--- src/rtl/dtm_pkg.sv ---
package dtm_pkg;

    // Control word layout; bit positions are software visible.
    typedef struct packed {
        logic       run;       // 7
        logic       periodic;  // 6
        logic       irq_en;    // 5
        logic       spare;     // 4
        logic [1:0] div_sel;   // 3:2
        logic       wide;      // 1
        logic       single;    // 0
    } ctrl_t;

    localparam int CTRL_W = $bits(ctrl_t);

    localparam ctrl_t CTRL_RST = '{run: 1'b0, periodic: 1'b0, irq_en: 1'b1,
                                   spare: 1'b0, div_sel: 2'd0, wide: 1'b0,
                                   single: 1'b0};

    localparam int IDX_LOAD  = 0;
    localparam int IDX_COUNT = 1;
    localparam int IDX_CTRL  = 2;
    localparam int IDX_CLR   = 3;
    localparam int IDX_RAW   = 4;
    localparam int IDX_MASK  = 5;
    localparam int IDX_DEFER = 6;

endpackage

--- src/rtl/dtm_prescaler.sv ---
module dtm_prescaler #(
    parameter int MID_LOG2 = 4,
    parameter int HI_LOG2  = 8
) (
    input  logic       clk,
    input  logic       rst_n,
    input  logic       restart,
    input  logic       run,
    input  logic       tick,
    input  logic [1:0] div_sel,
    output logic       step
);
    localparam int PRE_W = HI_LOG2;
    localparam logic [PRE_W-1:0] MID_TERM = PRE_W'((1 << MID_LOG2) - 1);
    localparam logic [PRE_W-1:0] HI_TERM  = PRE_W'((1 << HI_LOG2) - 1);

    typedef struct packed {
        logic [PRE_W-1:0] phase;
    } pre_state_t;

    pre_state_t       state_d, state_q;
    logic [PRE_W-1:0] term;
    logic             at_term;

    always_comb begin
        case (div_sel)
            2'd1:    term = MID_TERM;
            2'd2:    term = HI_TERM;
            default: term = '0;
        endcase
        at_term = (state_q.phase >= term);
        step    = run & tick & ~restart & at_term;

        state_d = state_q;
        if (restart) begin
            state_d.phase = '0;
        end else if (run && tick) begin
            state_d.phase = at_term ? '0 : state_q.phase + 1'b1;
        end
    end

    always_ff @(posedge clk) begin
        if (!rst_n) state_q <= '0;
        else        state_q <= state_d;
    end


    div_gap_chk: assert property (@(posedge clk) disable iff (!rst_n)
        step |=> (div_sel == 2'd0 || div_sel == 2'd3 || !step));

endmodule

--- src/rtl/dtm_counter.sv ---
module dtm_counter #(
    parameter int DATA_W   = 32,
    parameter int NARROW_W = 16
) (
    input  logic              clk,
    input  logic              rst_n,
    input  logic              step,
    input  logic              load_now,
    input  logic [DATA_W-1:0] load_val,
    input  logic [DATA_W-1:0] reload_val,
    input  logic              wide,
    input  logic              single,
    output logic [DATA_W-1:0] count,
    output logic              expire
);
    localparam logic [DATA_W-1:0] NARROW_MASK = DATA_W'((64'd1 << NARROW_W) - 64'd1);

    typedef struct packed {
        logic [DATA_W-1:0] cnt;
    } cnt_state_t;

    cnt_state_t        state_d, state_q;
    logic [DATA_W-1:0] cur;
    logic              at_end;

    always_comb begin
        cur    = wide ? state_q.cnt : (state_q.cnt & NARROW_MASK);
        at_end = (cur <= DATA_W'(1));
        expire = step & ~load_now & at_end;

        state_d = state_q;
        if (load_now) begin
            state_d.cnt = load_val;
        end else if (step) begin
            if (at_end) state_d.cnt = single ? '0 : reload_val;
            else        state_d.cnt = cur - DATA_W'(1);
        end
    end

    always_ff @(posedge clk) begin
        if (!rst_n) state_q <= '0;
        else        state_q <= state_d;
    end

    assign count = state_q.cnt;


    dec_chk: assert property (@(posedge clk) disable iff (!rst_n)
        (step && !load_now && wide && count > DATA_W'(1)) |=> count == $past(count) - DATA_W'(1));


    hold_chk: assert property (@(posedge clk) disable iff (!rst_n)
        (!step && !load_now) |=> $stable(count));


    load_chk: assert property (@(posedge clk) disable iff (!rst_n)
        load_now |=> count == $past(load_val));

endmodule

--- src/rtl/dtm_timer.sv ---
module dtm_timer
    import dtm_pkg::*;
#(
    parameter int DATA_W   = 32,
    parameter int NARROW_W = 16,
    parameter int ADDR_W   = 3,
    parameter int MID_LOG2 = 4,
    parameter int HI_LOG2  = 8
) (
    input  logic              clk,
    input  logic              rst_n,
    input  logic              tick,
    input  logic [ADDR_W-1:0] addr,
    input  logic              wr_en,
    input  logic [DATA_W-1:0] wdata,
    output logic [DATA_W-1:0] rdata,
    output logic              irq
);
    localparam logic [DATA_W-1:0] NARROW_MASK = DATA_W'((64'd1 << NARROW_W) - 64'd1);

    typedef struct packed {
        ctrl_t             ctrl;
        logic [DATA_W-1:0] limit;
        logic              raw;
    } regs_t;

    regs_t             state_d, state_q;
    logic              wr_load, wr_ctrl, wr_clr, wr_defer;
    logic              free_run;
    logic [DATA_W-1:0] load_val, reload_val, count;
    logic              step, expire;

    always_comb begin
        wr_load  = wr_en && (addr == ADDR_W'(IDX_LOAD));
        wr_ctrl  = wr_en && (addr == ADDR_W'(IDX_CTRL));
        wr_clr   = wr_en && (addr == ADDR_W'(IDX_CLR));
        wr_defer = wr_en && (addr == ADDR_W'(IDX_DEFER));
        free_run = !state_q.ctrl.single && !state_q.ctrl.periodic;

        if (free_run) begin
            load_val   = state_q.ctrl.wide ? '1 : NARROW_MASK;
            reload_val = load_val;
        end else begin
            load_val   = state_q.ctrl.wide ? wdata : (wdata & NARROW_MASK);
            reload_val = state_q.ctrl.wide ? state_q.limit : (state_q.limit & NARROW_MASK);
        end
    end

    dtm_prescaler #(.MID_LOG2(MID_LOG2), .HI_LOG2(HI_LOG2)) u_pre (
        .clk     (clk),
        .rst_n   (rst_n),
        .restart (wr_ctrl),
        .run     (state_q.ctrl.run),
        .tick    (tick),
        .div_sel (state_q.ctrl.div_sel),
        .step    (step)
    );

    dtm_counter #(.DATA_W(DATA_W), .NARROW_W(NARROW_W)) u_cnt (
        .clk        (clk),
        .rst_n      (rst_n),
        .step       (step),
        .load_now   (wr_load),
        .load_val   (load_val),
        .reload_val (reload_val),
        .wide       (state_q.ctrl.wide),
        .single     (state_q.ctrl.single),
        .count      (count),
        .expire     (expire)
    );

    always_comb begin
        state_d = state_q;
        if (wr_load || wr_defer) state_d.limit = wdata;
        if (wr_ctrl)                              state_d.ctrl = ctrl_t'(wdata[CTRL_W-1:0]);
        else if (expire && state_q.ctrl.single)   state_d.ctrl.run = 1'b0;
        if (expire)      state_d.raw = 1'b1;
        else if (wr_clr) state_d.raw = 1'b0;
    end

    always_ff @(posedge clk) begin
        if (!rst_n) begin
            state_q.ctrl  <= CTRL_RST;
            state_q.limit <= '0;
            state_q.raw   <= 1'b0;
        end else begin
            state_q <= state_d;
        end
    end

    always_comb begin
        case (addr)
            ADDR_W'(IDX_LOAD),
            ADDR_W'(IDX_DEFER): rdata = state_q.limit;
            ADDR_W'(IDX_COUNT): rdata = count;
            ADDR_W'(IDX_CTRL):  rdata = DATA_W'(state_q.ctrl);
            ADDR_W'(IDX_RAW):   rdata = DATA_W'(state_q.raw);
            ADDR_W'(IDX_MASK):  rdata = DATA_W'(state_q.raw & state_q.ctrl.irq_en);
            default:            rdata = '0;
        endcase
        irq = state_q.raw & state_q.ctrl.irq_en;
    end


    oneshot_stop_chk: assert property (@(posedge clk) disable iff (!rst_n)
        (expire && state_q.ctrl.single) |=> !state_q.ctrl.run);


    raw_set_chk: assert property (@(posedge clk) disable iff (!rst_n)
        expire |=> state_q.raw);


    raw_source_chk: assert property (@(posedge clk) disable iff (!rst_n)
        $rose(state_q.raw) |-> $past(expire));


    stopped_chk: assert property (@(posedge clk) disable iff (!rst_n)
        !state_q.ctrl.run |-> !step);

endmodule

--- config.mk ---
export PLATFORM = sky130hd
export DESIGN_NAME = dtm_timer
export DESIGN_NICKNAME = d
export VERILOG_FILES = /design/src/rtl/dtm_pkg.sv /design/src/rtl/dtm_prescaler.sv /design/src/rtl/dtm_counter.sv /design/src/rtl/dtm_timer.sv
export SDC_FILE = /design/constraint.sdc
export NUM_CORES = 1
export LEC_CHECK = 0
export ABC_CLOCK_PERIOD_IN_PS = 4700
export BUFFER_PORTS_ARGS = -buffer_cell sky130_fd_sc_hd__buf_4
export CAP_MARGIN = 30
export CORE_MARGIN = 2
export CORE_UTILIZATION = 63
export DETAILED_ROUTE_END_ITERATION = 12
export PLACE_DENSITY = 0.83
export SETUP_SLACK_MARGIN = 0.5
export SKIP_LAST_GASP = 1
export SYNTH_ARGS = -nofsm -noshare
export SYNTH_HDL_FRONTEND = slang
export SYNTH_SLANG_ARGS = --single-unit
export TNS_END_PERCENT = 5
--- constraint.sdc ---
create_clock -name clk -period 4.7 [get_ports clk]
set_clock_uncertainty 0.2 [all_clocks]
set_input_delay 0.94 -clock clk [delete_from_list [all_inputs] [get_ports clk]]
set_output_delay 0.94 -clock clk [all_outputs]
set_load 0.01 [all_outputs]
======== Word-level counts from Yosys, hierarchy flattened ========
Cells that the tools add are included.
cells by class
  add/subtract/negate cells ............... 2
  multiply operators ...................... 0
  div/mod/pow operators ................... 0
  magnitude comparators ................... 2
  equality and inequality tests ........... 8
  shifts and indexed selects .............. 0
  mux-type cells .......................... 17
  bitwise operators ....................... 10
  reduce and logical (&&, ||, !) cells .... 16
operator list
  kind                     number
  $mux W32                 10
  $pmux W32 S5             1
  $le A32 B1 Y1 const B    1
  $sub A32 B1 Y32 const B  1
  $pmux W8 S2              1
  $eq A3 B3 Y1 const B     3
  $add A8 B1 Y8 const B    1
  $ge A8 B8 Y1             1
  $mux W8                  1
  $and A1 B1 Y1            7
  $logic_and A1 B1 Y1      7
  $eq A3 B2 Y1 const B     2
  $reduce_bool A2 Y1       3
  $mux W1                  4
  $reduce_or A2 Y1         2
  $eq A3 B1 Y1 const B     1
  $logic_not A3 Y1         1
  $not A1 Y1               3
  $eq A2 B1 Y1 const B     1
  $eq A2 B2 Y1 const B     1
  $logic_not A1 Y1         2
  $logic_or A1 B1 Y1       1
word-level totals
  register bits ........................... 81
  bits in latches ......................... 0
  RAM bits ................................ 0
  bits in read-only memories .............. 0
  input port bits ......................... 39
  output and inout port bits .............. 33
  logic and storage cells ................. 66
  memories kept ........................... 0

======== Depth between registers and ports, before layout ========
  word-level depth ........................ 10
  depth in mapped cells ................... 12
  gate-level depth less buffers ........... 10

======== Hierarchy ========
A second synthesis with hierarchy kept.
second synthesis, totals
  cells, all modules ...................... 756
  area total of the unflattened synthesis .. 5780.5 µm²
modules (own cells, without submodules)
  module         times used  cells an instance  area each (µm²)  seq. area each (µm²)
  dtm_counter    1           380                2670.1           640.6
  dtm_timer      1           317                2605.0           820.8
  dtm_prescaler  1           59                 505.5            160.2

======== Least setup slack after synthesis ========
No wires, ideal clock.
  path kind ............................... input to output
  start ................................... input port addr[2]
  end ..................................... output port rdata[12]
  arrival ................................. 2.392 ns
  required time ........................... 3.560 ns
  setup slack ............................. 1.168 ns
  stages on the path ...................... 6
  buffers on the path ..................... 3
  cells stage by stage .................... clkbuf_1 > xnor2_1 > nor2b_1 > buf_2 > clkbuf_1 > a22o_1
between the ends
  longest elaborated chain between the ends .. 3
  elaborated cells on any way between the ends .. 8
  classes of those cells .................. eq/ne (5); mux (1); reduce/logical (2)
ends and longest elaborated chain
  what                                              line             text
  from (decl)                                       dtm_timer.sv:13  input logic [ADDR_W-1:0] addr,
  $eq A3 B3 Y1 or $logic_not A3 Y1 (tied branches)  dtm_timer.sv:92  case (addr)
  $reduce_or A2 Y1                                  dtm_timer.sv:92
  $pmux W32 S5 *                                    dtm_timer.sv:92
  to (decl)                                         dtm_timer.sv:16  output logic [DATA_W-1:0] rdata,
Every way passes the cells marked *; elsewhere a longest branch is shown, timed or not.

======== Worst setup path in the final report ========
  start ................................... input port addr[1]
  end ..................................... output port rdata[1]
Same word-level chain as after synthesis.

==> results.json <==
{
  "status": "complete, no violations",
  "fp.dieArea_um2": 9220,
  "synthSimpleGateAreaFrac_pct": 28.2,
  "path_class": "in2out",
  "clock_latency_ns": 0.36,
  "cts_tree": "done",
  "netlist_area_um2": 5340,
  "worstSetupEndpointType": "output port",
  "max_freq_mhz": 295,
  "synth_xor_area_share_pct": 3.78,
  "post-dp-hpwl_um": 11200,
  "first_iter_violations": 769,
  "io_pins": 72,
  "netlist_instances": 741,
  "rows": 33,
  "syn_to_final_growth_pct": 14.6,
  "drt-wirelength-per-cell_um": 18.8,
  "cts_max_path_buffers": 2,
  "cts.repair.resized": 0,
  "synth.ff_latch_count": 81,
  "worst-path-max-fanout": 8,
  "gp_congestion": 0.958,
  "grt_util_met3_pct": 6.50,
  "critPathArrivalTime_ns": 2.25,
  "hold_violations": 0,
  "synthTopCellsByArea": "dfxtp_1 (30%), nand2_1 (8.9%), a21oi_1 (6.3%), a22o_1 (3.9%), o21ai_0 (3.5%)",
  "rsz0062_at_grt": "false",
  "fin_ws_ns": 1.31,
  "synth-main-ff-cell": "dfxtp_1",
  "cts_made_buffers": 9,
  "cts_root_buf": "clkbuf_8",
  "io_buffers": 71,
  "synth_compound_area_share_pct": 29.1,
  "clkSinkCount": 81,
  "timing.final.crit_share_pct": 72.1,
  "startpoint_type": "input port",
  "yosysWarnings": 0,
  "overflow": 0,
  "core_area_um2": 8220,
  "ant_nets": 0,
  "syn-num-nets": 789,
  "die_h_um": 96.0,
  "die_w_um": 96.0,
  "cap_viol_max_count": 0,
  "routed_wl_um": 16600,
  "fill_cells": 645,
  "post-route-min-period_ns": 3.39,
  "syn_avg_cell_area_um2": 7.20,
  "muxShareOfSynthArea_pct": 0.375,
  "tns_ns": 0,
  "finalSetupViolations": 0,
  "cts_hold_buffers": 0,
  "grt_pass1_vias": 5410,
  "synthAdderAreaFrac_pct": 2.11,
  "diodes": 0,
  "tightest_slew_ns": 1.01,
  "drc": 0,
  "slew_viol_final": 0,
  "post_drt_via_cell_ratio": 6.61,
  "hp-class": "reg2reg",
  "antenna_found_initial": 0,
  "required_ns": 3.56,
  "path_clk_slew_ns": 0.09,
  "dr.pass1.iters": 6,
  "synth_top_family_by_area": "compound AO/OA/AOI/OAI gates",
  "max_slew_margin_pct": 32.6,
  "leakagePower_nw": 2.28,
  "top_usage_layer": "met2",
  "grt_max_degree": 47,
  "pre_cts_slack_ns": 1.38,
  "initial_core_util_pct": 64.9,
  "postCtsSetupRepairBufs": 0,
  "finalPower_w": 0.00175,
  "drive_above_1_share_pct": 14.9,
  "fin_nets": 824,
  "synth.largest_area_cell": "dfxtp_1",
  "grt_pass1_wl_um": 26600,
  "powerDensity_nw_per_um2": 286,
  "use_met1_pct": 50.3,
  "via_count": 5858,
  "ir_worst_vdd_mv": 0.143,
  "gr-usage-met2_pct": 56.4,
  "synth_edf_count": 0,
  "synth-async-reset-ratio_pct": 0,
  "synth_seq_area_share_pct": 30.4,
  "synth.top_cell.area_share_pct": 30.4,
  "grt_usage_pct": 36.7,
  "cts_max_level": 3,
  "synth_cell_types": 63
}
==> layout by cell type (no fill, tap or decap), types with 7 or more instances in the layout <==
| cell | instances |
|---|---|
| o211ai_1 | 15 |
| o21ai_1 | 23 |
| and4_1 | 8 |
| nand2_1 | 126 |
| a22o_1 | 24 |
| o31ai_1 | 7 |
| a22oi_1 | 9 |
| clkbuf_8 | 9 |
| xor2_1 | 10 |
| a31oi_1 | 24 |
| nand4_1 | 9 |
| ha_1 | 9 |
| o21ai_0 | 37 |
| nor2_1 | 42 |
| nor2b_1 | 21 |
| xnor2_1 | 13 |
| a21oi_1 | 67 |
| and2_1 | 7 |
| nand3_1 | 30 |
| dfxtp_1 | 81 |
| inv_1 | 14 |
| nor3_1 | 14 |
| buf_4 | 87 |
==> per-layer routing <==
layer  vias up  share of wire, %
met5         -                 0
met4         0               2.9
met3        56                12
met2       392                45
met1      2654                41
li1       2756                 -
==> Yosys cell counts, drive strengths merged (4+ instances only) <==
cell and instances:
nor3b 6, a22o 24, nor4b 4, or3 4, nor4 4, nor3 15
and4 8, inv 15, nand2b 5, and2 8, xnor2 13, nand4 10
o31ai 7, a31oi 24, dfxtp 81, nand3 30, o21ai 61, and3 4
o31a 5, o32ai 5, a21oi 67, nand3b 4, nor2b 22, ha 9
nand2 126, nor2 43, or4 5, buf 15, o211ai 15, clkbuf 49
a22oi 9, a21o 4, xor2 10
==> logic make-up (layout without fill, tap and decap cells) <==
logic type	Yosys count	after routing
AOI/OAI and AO/OA	245	245
xor gates and xnor gates	23	23
adders and majority gates	9	9
buffers and inverters	79	119
DFF	81	81
muxes	2	2
and+or+nand+nor	302	302
==> sequential cells by signal, indices dropped and copies added, names as in the netlist <==
signal	cells
u_cnt.count	32
u_pre.state_q	8
state_q	41
==> layout make-up <==
type / count / area [um^2] / share of cell area [%]
inverters: 15 / 56.3 / 0.921
clock buffers: 9 / 124 / 2.03
clock inverters: 7 / 109 / 1.78
well taps: 105 / 131 / 2.15
multi-input cells: 581 / 3400 / 55.6
flip-flops and latches: 81 / 1620 / 26.5
repair buffers: 88 / 673 / 11.0
==> worst max-delay path, stage by stage <==
cell and delay [ns]:
buf_4 0.13, inv_1 0.09, nor2_1 0.48, a22oi_1 0.17, o21ai_0 0.26, buf_4 0.17
==> through the flow <==
step / cells / hold WS [ns] / util [%] / area (um^2)
finish: 886 / 0.268 / 74.4 / 6110
global route: 886 / 0.299 / 74.4 / 6110
CTS: 886 / 0.265 / 74.4 / 6110
detailed placement: 870 / 0.251 / 71.6 / 5880
global placement: 869 / 0.250 / 71.3 / 5860
floorplan: 741 / 0.237 / - / 5340
==> path summary, 6_finish.rpt <==
| path | startpoint | end | slack [ns] | depth (start not counted) |
|---|---|---|---|---|
| worst min-delay path | state_q[37]$_SDFFE_PN0P_ | state_q[37]$_SDFFE_PN0P_ | 0.27 | 2 |
| worst max-delay path | addr[1] | rdata[1] | 1.31 | 6 |
| worst max register to register | u_cnt.count[6]$_SDFFE_PN0P_ | u_cnt.count[20]$_SDFFE_PN0P_ | 1.50 | 5 |
| worst min register to register | state_q[37]$_SDFFE_PN0P_ | state_q[37]$_SDFFE_PN0P_ | 0.27 | 2 |
==> report_power, final <==
part	internal [W]	total, W	switching [W]	leakage (nW)
sequential	0.000706	0.000733	0.0000273	0.656
clock	0.000312	0.000610	0.000298	0.118
combinational	0.000154	0.000408	0.000254	1.51
total	0.00117	0.00175	0.000579	2.28
Note: power is estimated with default switching activity, not from simulation.
